==> src/rtl/dsw_pkg.sv <==
package dsw_pkg;

  localparam logic [7:0] OFF_ID      = 8'h00;
  localparam logic [7:0] OFF_CFG     = 8'h10;
  localparam logic [7:0] OFF_SERVICE = 8'h14;
  localparam logic [7:0] OFF_LOCK    = 8'h18;
  localparam logic [7:0] OFF_STATUS  = 8'h1C;

  localparam logic [31:0] UNLOCK_KEY  = 32'h0000_5AA5;
  localparam logic [31:0] SERVICE_KEY = 32'h0000_CAFE;

  // Field order is fixed: bit 0 enable up to bits 10:8 reset-window code.
  typedef struct packed {
    logic [2:0] rstCode;
    logic [3:0] intCode;
    logic       rstEn;
    logic       intEn;
    logic       clkSel;
    logic       enable;
  } cfg_t;

  localparam int CFG_W = $bits(cfg_t);

  typedef enum logic {STAGE_INT = 1'b0, STAGE_RST = 1'b1} stage_e;

  // Control-to-datapath strobes.
  typedef struct packed {
    logic clear;
    logic advance;
    logic rstStage;
  } dpStrobe_t;

  // Interrupt-window exponent: two steps of 2, six steps of 1, eight steps of 2.
  function automatic logic [4:0] intExponent(input logic [3:0] code);
    if (code < 4'd2)      return 5'd6 + {code, 1'b0};
    else if (code < 4'd8) return {1'b0, code} + 5'd8;
    else                  return {code, 1'b1};
  endfunction

endpackage

==> src/rtl/dsw_lock.sv <==
module dsw_lock (
  input  logic pclk,
  input  logic presetn,
  input  logic lockWrite,
  input  logic keyMatch,
  input  logic protWrite,
  output logic unlocked
);

  always_ff @(posedge pclk or negedge presetn) begin
    if (!presetn) begin
      unlocked <= 1'b0;
    end else if (lockWrite) begin
      unlocked <= keyMatch;
    end else if (protWrite) begin
      unlocked <= 1'b0;
    end
  end

endmodule

==> src/rtl/dsw_datapath.sv <==
module dsw_datapath
  import dsw_pkg::*;
#(
  parameter int COUNTER_BITS = 32
) (
  input  logic       pclk,
  input  logic       presetn,
  input  dpStrobe_t  strobe,
  input  logic [3:0] intCode,
  input  logic [2:0] rstCode,
  output logic       terminal
);

  localparam bit NARROW = COUNTER_BITS < 32;

  logic [3:0]              effCode;
  logic [4:0]              intN;
  logic [4:0]              rstN;
  logic [4:0]              selN;
  logic [COUNTER_BITS-1:0] mask;
  logic [COUNTER_BITS-1:0] count;

  generate
    if (NARROW) begin : gClamp
      assign effCode = (intCode > 4'd7) ? 4'd7 : intCode;
    end else begin : gFull
      assign effCode = intCode;
    end
  endgenerate

  always_comb begin
    intN     = intExponent(effCode);
    rstN     = 5'd7 + {2'b00, rstCode};
    selN     = strobe.rstStage ? rstN : intN;
    mask     = COUNTER_BITS'((64'd1 << selN) - 64'd1);
    terminal = strobe.advance && (count == mask);
  end

  always_ff @(posedge pclk or negedge presetn) begin
    if (!presetn) begin
      count <= '0;
    end else if (strobe.clear) begin
      count <= '0;
    end else if (strobe.advance) begin
      count <= terminal ? '0 : count + 1'b1;
    end
  end

endmodule

==> src/rtl/dsw_ctrl.sv <==
module dsw_ctrl
  import dsw_pkg::*;
#(
  parameter int          ADDR_W       = 5,
  parameter int          DATA_W       = 32,
  parameter int          PULSE_CYCLES = 4,
  parameter logic [31:0] ID_VALUE     = 32'h0D06_0200
) (
  input  logic              pclk,
  input  logic              presetn,
  input  logic              psel,
  input  logic              penable,
  input  logic              pwrite,
  input  logic [ADDR_W-1:0] paddr,
  input  logic [DATA_W-1:0] pwdata,
  output logic [DATA_W-1:0] prdata,
  input  logic              unlocked,
  output logic              lockWrite,
  output logic              keyMatch,
  output logic              protWrite,
  input  logic              tick,
  input  logic              terminal,
  output cfg_t              cfgQ,
  output logic              flagQ,
  output dpStrobe_t         strobe,
  output logic              rstActive
);

  localparam int PW = $clog2(PULSE_CYCLES + 1);

  logic          wrAccess;
  logic          hitId;
  logic          hitCfg;
  logic          hitService;
  logic          hitLock;
  logic          hitStatus;
  logic          cfgLoad;
  logic          serviceHit;
  logic          statusClr;
  stage_e        stage;
  logic [PW-1:0] pulseCnt;

  always_comb begin
    wrAccess   = psel && penable && pwrite;
    hitId      = paddr == ADDR_W'(OFF_ID);
    hitCfg     = paddr == ADDR_W'(OFF_CFG);
    hitService = paddr == ADDR_W'(OFF_SERVICE);
    hitLock    = paddr == ADDR_W'(OFF_LOCK);
    hitStatus  = paddr == ADDR_W'(OFF_STATUS);
    lockWrite  = wrAccess && hitLock;
    keyMatch   = 32'(pwdata) == UNLOCK_KEY;
    protWrite  = wrAccess && (hitCfg || hitService);
    cfgLoad    = wrAccess && hitCfg && unlocked;
    serviceHit = wrAccess && hitService && unlocked && (32'(pwdata) == SERVICE_KEY);
    statusClr  = wrAccess && hitStatus && pwdata[0];
  end

  always_comb begin
    strobe.clear    = !cfgQ.enable || serviceHit;
    strobe.advance  = cfgQ.enable && tick && !serviceHit;
    strobe.rstStage = stage == STAGE_RST;
  end

  always_ff @(posedge pclk or negedge presetn) begin
    if (!presetn) begin
      cfgQ <= '0;
    end else if (cfgLoad) begin
      cfgQ <= cfg_t'(pwdata[CFG_W-1:0]);
    end
  end

  always_ff @(posedge pclk or negedge presetn) begin
    if (!presetn) begin
      stage <= STAGE_INT;
    end else if (strobe.clear) begin
      stage <= STAGE_INT;
    end else if (terminal) begin
      stage <= (stage == STAGE_INT) ? STAGE_RST : STAGE_INT;
    end
  end

  always_ff @(posedge pclk or negedge presetn) begin
    if (!presetn) begin
      flagQ <= 1'b0;
    end else if (terminal && stage == STAGE_INT) begin
      flagQ <= 1'b1;
    end else if (statusClr) begin
      flagQ <= 1'b0;
    end
  end

  always_ff @(posedge pclk or negedge presetn) begin
    if (!presetn) begin
      pulseCnt <= '0;
    end else if (terminal && stage == STAGE_RST && cfgQ.rstEn) begin
      pulseCnt <= PW'(PULSE_CYCLES);
    end else if (pulseCnt != '0) begin
      pulseCnt <= pulseCnt - 1'b1;
    end
  end

  assign rstActive = pulseCnt != '0;

  always_comb begin
    prdata = '0;
    if (hitId)          prdata = DATA_W'(ID_VALUE);
    else if (hitCfg)    prdata = DATA_W'(cfgQ);
    else if (hitStatus) prdata = DATA_W'(flagQ);
  end

endmodule

==> src/rtl/dual_stage_watchdog.sv <==
module dual_stage_watchdog
  import dsw_pkg::*;
#(
  parameter int          ADDR_W       = 5,
  parameter int          DATA_W       = 32,
  parameter int          COUNTER_BITS = 32,
  parameter int          PULSE_CYCLES = 4,
  parameter logic [31:0] ID_VALUE     = 32'h0D06_0200
) (
  input  logic              pclk,
  input  logic              presetn,
  input  logic              psel,
  input  logic              penable,
  input  logic              pwrite,
  input  logic [ADDR_W-1:0] paddr,
  input  logic [DATA_W-1:0] pwdata,
  output logic [DATA_W-1:0] prdata,
  input  logic              extTick,
  output logic              wdtIrq,
  output logic              wdtRst
);

  logic      unlocked;
  logic      lockWrite;
  logic      keyMatch;
  logic      protWrite;
  logic      tick;
  logic      terminal;
  logic      flagQ;
  cfg_t      cfgQ;
  dpStrobe_t strobe;

  assign tick   = cfgQ.clkSel || extTick;
  assign wdtIrq = flagQ && cfgQ.intEn;

  dsw_lock uLock (
    .pclk      (pclk),
    .presetn   (presetn),
    .lockWrite (lockWrite),
    .keyMatch  (keyMatch),
    .protWrite (protWrite),
    .unlocked  (unlocked)
  );

  dsw_ctrl #(
    .ADDR_W       (ADDR_W),
    .DATA_W       (DATA_W),
    .PULSE_CYCLES (PULSE_CYCLES),
    .ID_VALUE     (ID_VALUE)
  ) uCtrl (
    .pclk      (pclk),
    .presetn   (presetn),
    .psel      (psel),
    .penable   (penable),
    .pwrite    (pwrite),
    .paddr     (paddr),
    .pwdata    (pwdata),
    .prdata    (prdata),
    .unlocked  (unlocked),
    .lockWrite (lockWrite),
    .keyMatch  (keyMatch),
    .protWrite (protWrite),
    .tick      (tick),
    .terminal  (terminal),
    .cfgQ      (cfgQ),
    .flagQ     (flagQ),
    .strobe    (strobe),
    .rstActive (wdtRst)
  );

  dsw_datapath #(
    .COUNTER_BITS (COUNTER_BITS)
  ) uDp (
    .pclk     (pclk),
    .presetn  (presetn),
    .strobe   (strobe),
    .intCode  (cfgQ.intCode),
    .rstCode  (cfgQ.rstCode),
    .terminal (terminal)
  );

endmodule

==> config.mk <==
export PLATFORM = sky130hd
export DESIGN_NAME = dual_stage_watchdog
export DESIGN_NICKNAME = d
export VERILOG_FILES = /design/src/rtl/dsw_pkg.sv /design/src/rtl/dsw_lock.sv /design/src/rtl/dsw_datapath.sv /design/src/rtl/dsw_ctrl.sv /design/src/rtl/dual_stage_watchdog.sv
export SDC_FILE = /design/constraint.sdc
export NUM_CORES = 1
export LEC_CHECK = 0
export BUFFER_PORTS_ARGS = -buffer_cell sky130_fd_sc_hd__buf_4
export CAP_MARGIN = 20
export CORE_MARGIN = 5
export CORE_UTILIZATION = 55
export CTS_CLUSTER_DIAMETER = 40
export DETAILED_ROUTE_END_ITERATION = 7
export GPL_ROUTABILITY_DRIVEN = 0
export GPL_TIMING_DRIVEN = 0
export PLACE_DENSITY_LB_ADDON = 0.2
export SYNTH_ARGS = -nofsm -noshare
export SYNTH_HDL_FRONTEND = slang
export SYNTH_HIERARCHICAL = 1
export SYNTH_SLANG_ARGS = --single-unit
==> constraint.sdc <==
create_clock -name pclk -period 9.2 [get_ports pclk]
set_input_delay 0 -clock pclk [delete_from_list [all_inputs] [get_ports pclk]]
set_output_delay 0 -clock pclk [all_outputs]
set_load 0.01 [all_outputs]
==> results.json, run 1 <==
{
  "path_cells": "buf_2, inv_1, ha_1, nor2_1, o311a_2, buf_2, nor3_4, buf_6, nand2_1, ha_1, clkbuf_1, o21ai_2, a21oi_4, a21oi_2, nor3_1, a211o_1, or4_4, nor3_1, and3_1, a21oi_1, o21ai_0",
  "tightest_slew_ns": 0.803,
  "synth_fa_ha_area_share_pct": 1.61,
  "io_pins": 77,
  "power.density_mw_per_mm2": 68.9,
  "yosys_most_used_dff": "dfrtp_1",
  "avgSynthCellArea_um2": 8.27,
  "fmax_mhz": 190,
  "tns_ns": 0,
  "post-route-min-period_ns": 5.27,
  "finalHoldViolCount": 0,
  "first_pass_iters": 7,
  "wire_per_inst_um": 18.0,
  "synthXorXnorAreaFrac_pct": 7.15,
  "via_count": 4717,
  "synth_edf_count": 0,
  "rsz0062_at_grt": "no",
  "crit_buf_inv": 5,
  "multiInputGateArea_mm2": 0.00304,
  "clk-insertion-delay-late_ns": 0.31,
  "cts_max_path_buffers": 2,
  "grt_pass1_vias": 4476,
  "synth_top_family_by_area": "simple AND/OR/NAND/NOR gates",
  "postCtsSetupRepairBufs": 0,
  "crit_type": "reg2reg",
  "fillers": 687,
  "cts_resized": 0,
  "grtUsageTotal_pct": 27.0,
  "regArea_mm2": 0.00123,
  "h-tree-depth": 2,
  "crit_path_top_delay_cell": "or4_4",
  "fin_cells": 763,
  "ant_nets": 0,
  "dp_cells": 743,
  "layout_commonest_cell": "buf_4",
  "timing.slew.headroom_pct": 45.8,
  "dp_hpwl_um": 10600,
  "num_antenna_cells": 0,
  "drt_iter0_markers": 301,
  "clockRootBuffer": "clkbuf_8",
  "netlist_area_mm2": 0.00466,
  "outcome": "finished clean",
  "antenna_found_initial": 0,
  "end_kind": "register",
  "layout-drive-gt1-share_pct": 23.6,
  "path_max_fanout": 10,
  "fp.coreArea_mm2": 0.00822,
  "drc": 0,
  "cts_buffers": 5,
  "ys_seq_elements": 49,
  "leakagePower_uw": 0.00231,
  "setup_viol": 0,
  "fp-row-count": 33,
  "chipWidth_um": 102,
  "start_util_pct": 56.7,
  "placed_area_mm2": 0.00529,
  "synthCells": 563,
  "ys_seq_area_share_pct": 26.3,
  "cp_top_family": "simple AND/OR/NAND/NOR gates",
  "cts_tree": "done",
  "fin_crit_sh_pct": 57.3,
  "clock_sinks": 49,
  "final_cell_mix": "buf_4 (85), nor2_1 (56), nand2_1 (53), dfrtp_1 (49)",
  "vias_per_cell": 6.18,
  "worstPathRequired_ns": 9.42,
  "overflow": 0,
  "io_buffers": 60,
  "muxShareOfSynthArea_pct": 4.54,
  "ir_drop_uv": 50.4,
  "yosys_warnings": 6,
  "syn_to_final_growth_pct": 18.2,
  "grt_max_degree": 50,
  "ys_async_sr_fraction_pct": 100,
  "synthSimpleGateAreaFrac_pct": 30.8,
  "die-area_mm2": 0.0104,
  "wl_um": 13700,
  "grt_first_pass_wirelength_um": 22300,
  "arrival_ns": 5.50,
  "hold_path_class": "in2reg",
  "die_y_um": 102,
  "cp-start-kind": "register",
  "max_stage_delay_ns": 0.59,
  "final_util_pct": 67.0,
  "design_area_mm2": 0.00550,
  "maxCapViolations": 0,
  "finClkSkew_ns": 0.00938,
  "timing.final.max_slew_violations": 0,
  "clkTransAtPathRegs_ns": 0.09,
  "fin_nets": 706,
  "synth-compound-area-share_pct": 19.9,
  "synth_cell_types": 85
}
## layout make-up
| class | count | share of cell area [%] |
|---|---|---|
| Buffer | 56 | 6.96 |
| Clock buffer | 6 | 1.32 |
| Multi-Input combinational cell | 457 | 55.3 |
| Timing Repair Buffer | 72 | 10.4 |
| Inverter | 16 | 1.09 |
| Clock inverter | 2 | 0.273 |
| Tap cell | 105 | 2.39 |
| Sequential cell | 49 | 22.3 |
## per-layer routing
layer  up-vias  wire [um]  global-route usage, %  share of wire, %
met5         -          0                      0                 0
met4         0        379                   10.5               2.8
met3        38       1130                   4.98               8.3
met2       236       6690                   44.6                49
met1      2229       5510                   35.2                40
li1       2214          -                      -                 -
## final timing paths
path                                                 end  cells past startpoint                 startpoint  slack (ns)
setup reg to reg           uCtrl/pulseCnt[2]$_DFFE_PN0P_                     21  uCtrl/cfgQ[5]$_DFFE_PN0P_        3.93
hold / removal                   uCtrl/flagQ$_DFFE_PN0P_                      4                   paddr[2]        0.06
hold reg to reg                uCtrl/cfgQ[1]$_DFFE_PN0P_                      1  uCtrl/cfgQ[1]$_DFFE_PN0P_        0.54
max in group asynchronous       uDp/count[4]$_DFFE_PN0P_                      2                    presetn        8.52
min in group asynchronous  uCtrl/pulseCnt[1]$_DFFE_PN0P_                      2                    presetn        0.25
setup / recovery           uCtrl/pulseCnt[2]$_DFFE_PN0P_                     21  uCtrl/cfgQ[5]$_DFFE_PN0P_        3.93
## through the flow
step                hold WS [ns]  setup slack (ns)  power, uW
finish                    0.0615              3.93        379
global route               0.103              3.64        395
CTS                       0.0603              3.94        384
detailed placement        0.0618              3.96        253
global placement          0.0572              4.04        252
floorplan                 -0.296              4.78        231
## power breakdown
| part | switching [uW] | total, uW | internal (uW) | leakage [uW] |
|---|---|---|---|---|
| logic | 15.8 | 37.6 | 21.9 | 0.00159 |
| clock network | 72.7 | 126 | 53.7 | 0.0000374 |
| registers | 0.000000000769 | 215 | 215 | 0.000685 |
| total | 88.4 | 379 | 291 | 0.00231 |
## repair_timing
item / 4_1_cts / 5_1_grt
endpoints found under the setup margin: 0 / 0
hold buffers: 12 / 0
endpoints found under the hold margin: 60 / 0
## sequential cells by signal (all words and copies together), names as in the netlist
| register | count |
|---|---|
| uDp/count | 32 |
| uCtrl/cfgQ | 11 |
| uCtrl/pulseCnt | 3 |
| uCtrl/flagQ | 1 |
| uCtrl/stage | 1 |
| uLock/unlocked | 1 |
## synth_stat cells, types with 13 or more instances
| library cell | number | area (um^2) |
|---|---|---|
| and3_1 | 14 | 87.6 |
| clkbuf_1 | 14 | 52.6 |
| xnor2_1 | 17 | 149 |
| nand4_1 | 16 | 100 |
| xor2_1 | 21 | 184 |
| dfrtp_1 | 49 | 1230 |
| nand3_1 | 21 | 105 |
| o21ai_0 | 14 | 70.1 |
| nor2_1 | 56 | 210 |
| nand2_1 | 53 | 199 |
| buf_4 | 25 | 188 |
| inv_1 | 15 | 56.3 |
| a21oi_1 | 19 | 95.1 |
| nor3_1 | 14 | 70.1 |
| and2_1 | 13 | 81.3 |
## cell families after synthesis
| kind of cell | after synthesis |
|---|---|
| AO/OA/AOI/OAI | 120 |
| XOR/XNOR | 38 |
| adder cells (fa/ha/maj) | 6 |
| buffers and inverters | 72 |
| flip-flops | 49 |
| multiplexers | 16 |
| other | 1 |
| AND/OR/NAND/NOR | 261 |
## worst min-delay path: stages
cell     delay, ns
buf_4         0.13
nand2_1       0.05
o21ai_0       0.06
o21ai_0       0.08
Power figures use the tool's default switching activity.
==> run 2: changes to the inputs <==
Settings changed: ABC_AREA set to 1, CORE_UTILIZATION 55 to 53.
Clock period 9.2 ns to 4.7 ns, I/O delays scaled along.
==> run 2 against run 1 <==
Die area up 5.8%. Clock skew grew 0.0016 ns. Area after synthesis rose by 2.6%. First-iteration DRC count grew 46%. Largest cell class unchanged.
==> results.json, run 2 <==
{
  "drc": 0,
  "ys_seq_area_share_pct": 25.7,
  "setup_viol": 0,
  "ys_async_sr_fraction_pct": 100,
  "final_cell_mix": "nand2_1 (256), inv_1 (107), nor2_1 (95), buf_4 (82), nand3_1 (60)",
  "end_kind": "register",
  "top_regs": "uDp/count x32, uCtrl/cfgQ x11, uCtrl/pulseCnt x3",
  "layout-drive-gt1-share_pct": 16.8,
  "regArea_mm2": 0.00123,
  "synthXorXnorAreaFrac_pct": 3.67,
  "cts_max_path_buffers": 2,
  "netlist_area_mm2": 0.00478,
  "timing.final.max_slew_violations": 0,
  "cts_tree": "done",
  "yosys_most_used_dff": "dfrtp_1",
  "muxShareOfSynthArea_pct": 0,
  "layout_commonest_cell": "nand2_1",
  "fillers": 799,
  "chipWidth_um": 105,
  "grt_pass1_vias": 4779,
  "synth_top_area_share_pct": 25.7,
  "grt_max_degree": 50,
  "antenna_found_initial": 0,
  "io_pins": 77,
  "tns_ns": 0,
  "wl_um": 12500,
  "fin_crit_sh_pct": 82.0,
  "synth-compound-area-share_pct": 8.51,
  "fp.coreArea_mm2": 0.00876,
  "path_max_fanout": 10,
  "first_pass_iters": 5,
  "fmax_mhz": 259,
  "synth_top_family_by_area": "simple AND/OR/NAND/NOR gates",
  "finalHoldViolCount": 0,
  "io_buffers": 60,
  "synthSimpleGateAreaFrac_pct": 46.1,
  "die-area_mm2": 0.0110,
  "cts_buffers": 5,
  "syn_to_final_growth_pct": 18.8,
  "synth_edf_count": 0,
  "yosys_warnings": 6,
  "grtUsageTotal_pct": 22.4,
  "via_count": 5152,
  "netlist_top_cells_count": "nand2_1 (256), inv_1 (107), nor2_1 (95)",
  "drt_iter0_markers": 439,
  "synth_cell_types": 47,
  "yosys-top-cells-area": "dfrtp_1 (26%), nand2_1 (20%), inv_1 (8.4%)",
  "clockRootBuffer": "clkbuf_8",
  "dp_hpwl_um": 9860,
  "cp-start-kind": "register",
  "power.density_mw_per_mm2": 154,
  "ant_nets": 0,
  "arrival_ns": 4.04,
  "regMostFlops": "uDp/count",
  "yosysMostFrequentCell": "nand2_1",
  "die_y_um": 105,
  "synthCells": 787,
  "clkTransAtPathRegs_ns": 0.10,
  "multiInputGateArea_mm2": 0.00292,
  "synth_fa_ha_area_share_pct": 1.57,
  "final_util_pct": 64.7,
  "cts_resized": 0,
  "rsz0062_at_grt": "no",
  "hold_path_class": "in2reg",
  "post-route-min-period_ns": 3.86,
  "grt_first_pass_wirelength_um": 21100,
  "ys_seq_elements": 49,
  "num_antenna_cells": 0,
  "timing.slew.headroom_pct": 57.3,
  "maxCapViolations": 0,
  "ir_drop_uv": 141,
  "outcome": "finished clean",
  "holdWs_ns": 0.0185,
  "worstPathRequired_ns": 4.88,
  "fin_nets": 930,
  "avgSynthCellArea_um2": 6.07,
  "leakagePower_uw": 0.00294,
  "tightest_slew_ns": 0.640,
  "finClkSkew_ns": 0.0110,
  "start_util_pct": 54.5,
  "overflow": 0,
  "rrSetupSlack_ns": 0.84,
  "fp-row-count": 34,
  "synth.largest_area_cell": "dfrtp_1",
  "largest_reg_flops": 32,
  "crit_type": "reg2reg",
  "wire_per_inst_um": 12.6,
  "clock_sinks": 49,
  "vias_per_cell": 5.20,
  "h-tree-depth": 2,
  "clk-insertion-delay-late_ns": 0.30
}
-- run 2: cell types whose count changed after synthesis, moves of 8 or more --
cell and delta:
and3_1 -14, nand3_1 +39, nor3_1 +8, nor2_1 +39, inv_1 +92, nand2_1 +203
xnor2_1 -11, and2_1 -11, o31ai_1 -8, mux2_4 -10, a21oi_1 +10
-- run 2: path summary, 6_finish.rpt --
| check | startpoint | to | cells past startpoint |
|---|---|---|---|
| max | uCtrl/stage$_DFFE_PN0P_ | uCtrl/pulseCnt[0]$_DFFE_PN0P_ | 22 |
| min | pwdata[7] | uCtrl/cfgQ[7]$_DFFE_PN0P_ | 3 |
| max reg2reg | uCtrl/stage$_DFFE_PN0P_ | uCtrl/pulseCnt[0]$_DFFE_PN0P_ | 22 |
| min reg2reg | uCtrl/pulseCnt[0]$_DFFE_PN0P_ | uCtrl/pulseCnt[0]$_DFFE_PN0P_ | 1 |
| max in group asynchronous | presetn | uCtrl/stage$_DFFE_PN0P_ | 2 |
| min in group asynchronous | presetn | uLock/unlocked$_DFFE_PN0P_ | 2 |
-- run 2: worst max-delay path, stage by stage, from the launching register on --
cell and delay, ns:
dfrtp_1 0.44, buf_4 0.17, inv_2 0.08, nand2_2 0.16, buf_1 0.44, nand4_1 0.24, ha_1 0.37, xnor2_1 0.14
nor2_1 0.11, o21ai_0 0.10, nor2_1 0.10, nand3_1 0.09, a21oi_1 0.13, nand2_1 0.07, nor2_1 0.10, nand3_1 0.09
nor2_1 0.12, nand3_2 0.20, buf_6 0.21, inv_1 0.10, nand3_1 0.13, o21ai_0 0.10, a21oi_1 0.06
-- run 2: layout make-up --
type | count | area share (%)
multi-input cells | 604 | 51.5
clock buffers | 5 | 1.21
clock inverters | 3 | 1.15
inverters | 112 | 7.41
plain buffers | 37 | 4.72
flip-flops and latches | 49 | 21.6
well taps | 108 | 2.38
repair buffers | 72 | 10.1
-- run 2: logic make-up after synthesis --
logic type / Yosys count
xor gates and xnor gates: 20
other: 1
buffers and inverters: 149
AOI/OAI and AO/OA: 70
adders and majority gates: 6
and+or+nand+nor: 492
DFF: 49
-- run 2: repair_timing --
action                                 CTS  global route
buffers inserted                         0             0
hold buffers                            12             0
endpoints found under the hold margin   60             0
-- run 2: power breakdown --
group	switching, uW	internal [uW]
logic	48.6	50.6
clock network	142	211
registers	0.559	422
total	191	684
-- run 2: metrics by stage --
| stage | worst slack (ns) | cell area, um^2 | total power, uW | instances |
|---|---|---|---|---|
| 2_1_floorplan | 1.54 | 4830 | 476 | 802 |
| 6_report | 0.844 | 5670 | 875 | 990 |
| 3_5_place_dp | 0.866 | 5420 | 522 | 970 |
| 3_3_place_gp | 0.951 | 5420 | 520 | 970 |
| 5_1_grt | 0.459 | 5670 | 913 | 990 |
| 4_1_cts | 0.838 | 5670 | 884 | 990 |
-- run 2: metal layers --
| metal | share of wire, % | up-vias | track usage (%) |
|---|---|---|---|
| met1 | 44 | 2330 | 30.5 |
| met5 | 0 | - | 0 |
| li1 | - | 2616 | - |
| met2 | 47 | 188 | 37.3 |
| met3 | 7.5 | 18 | 3.58 |
| met4 | 1.3 | 0 | 5.84 |
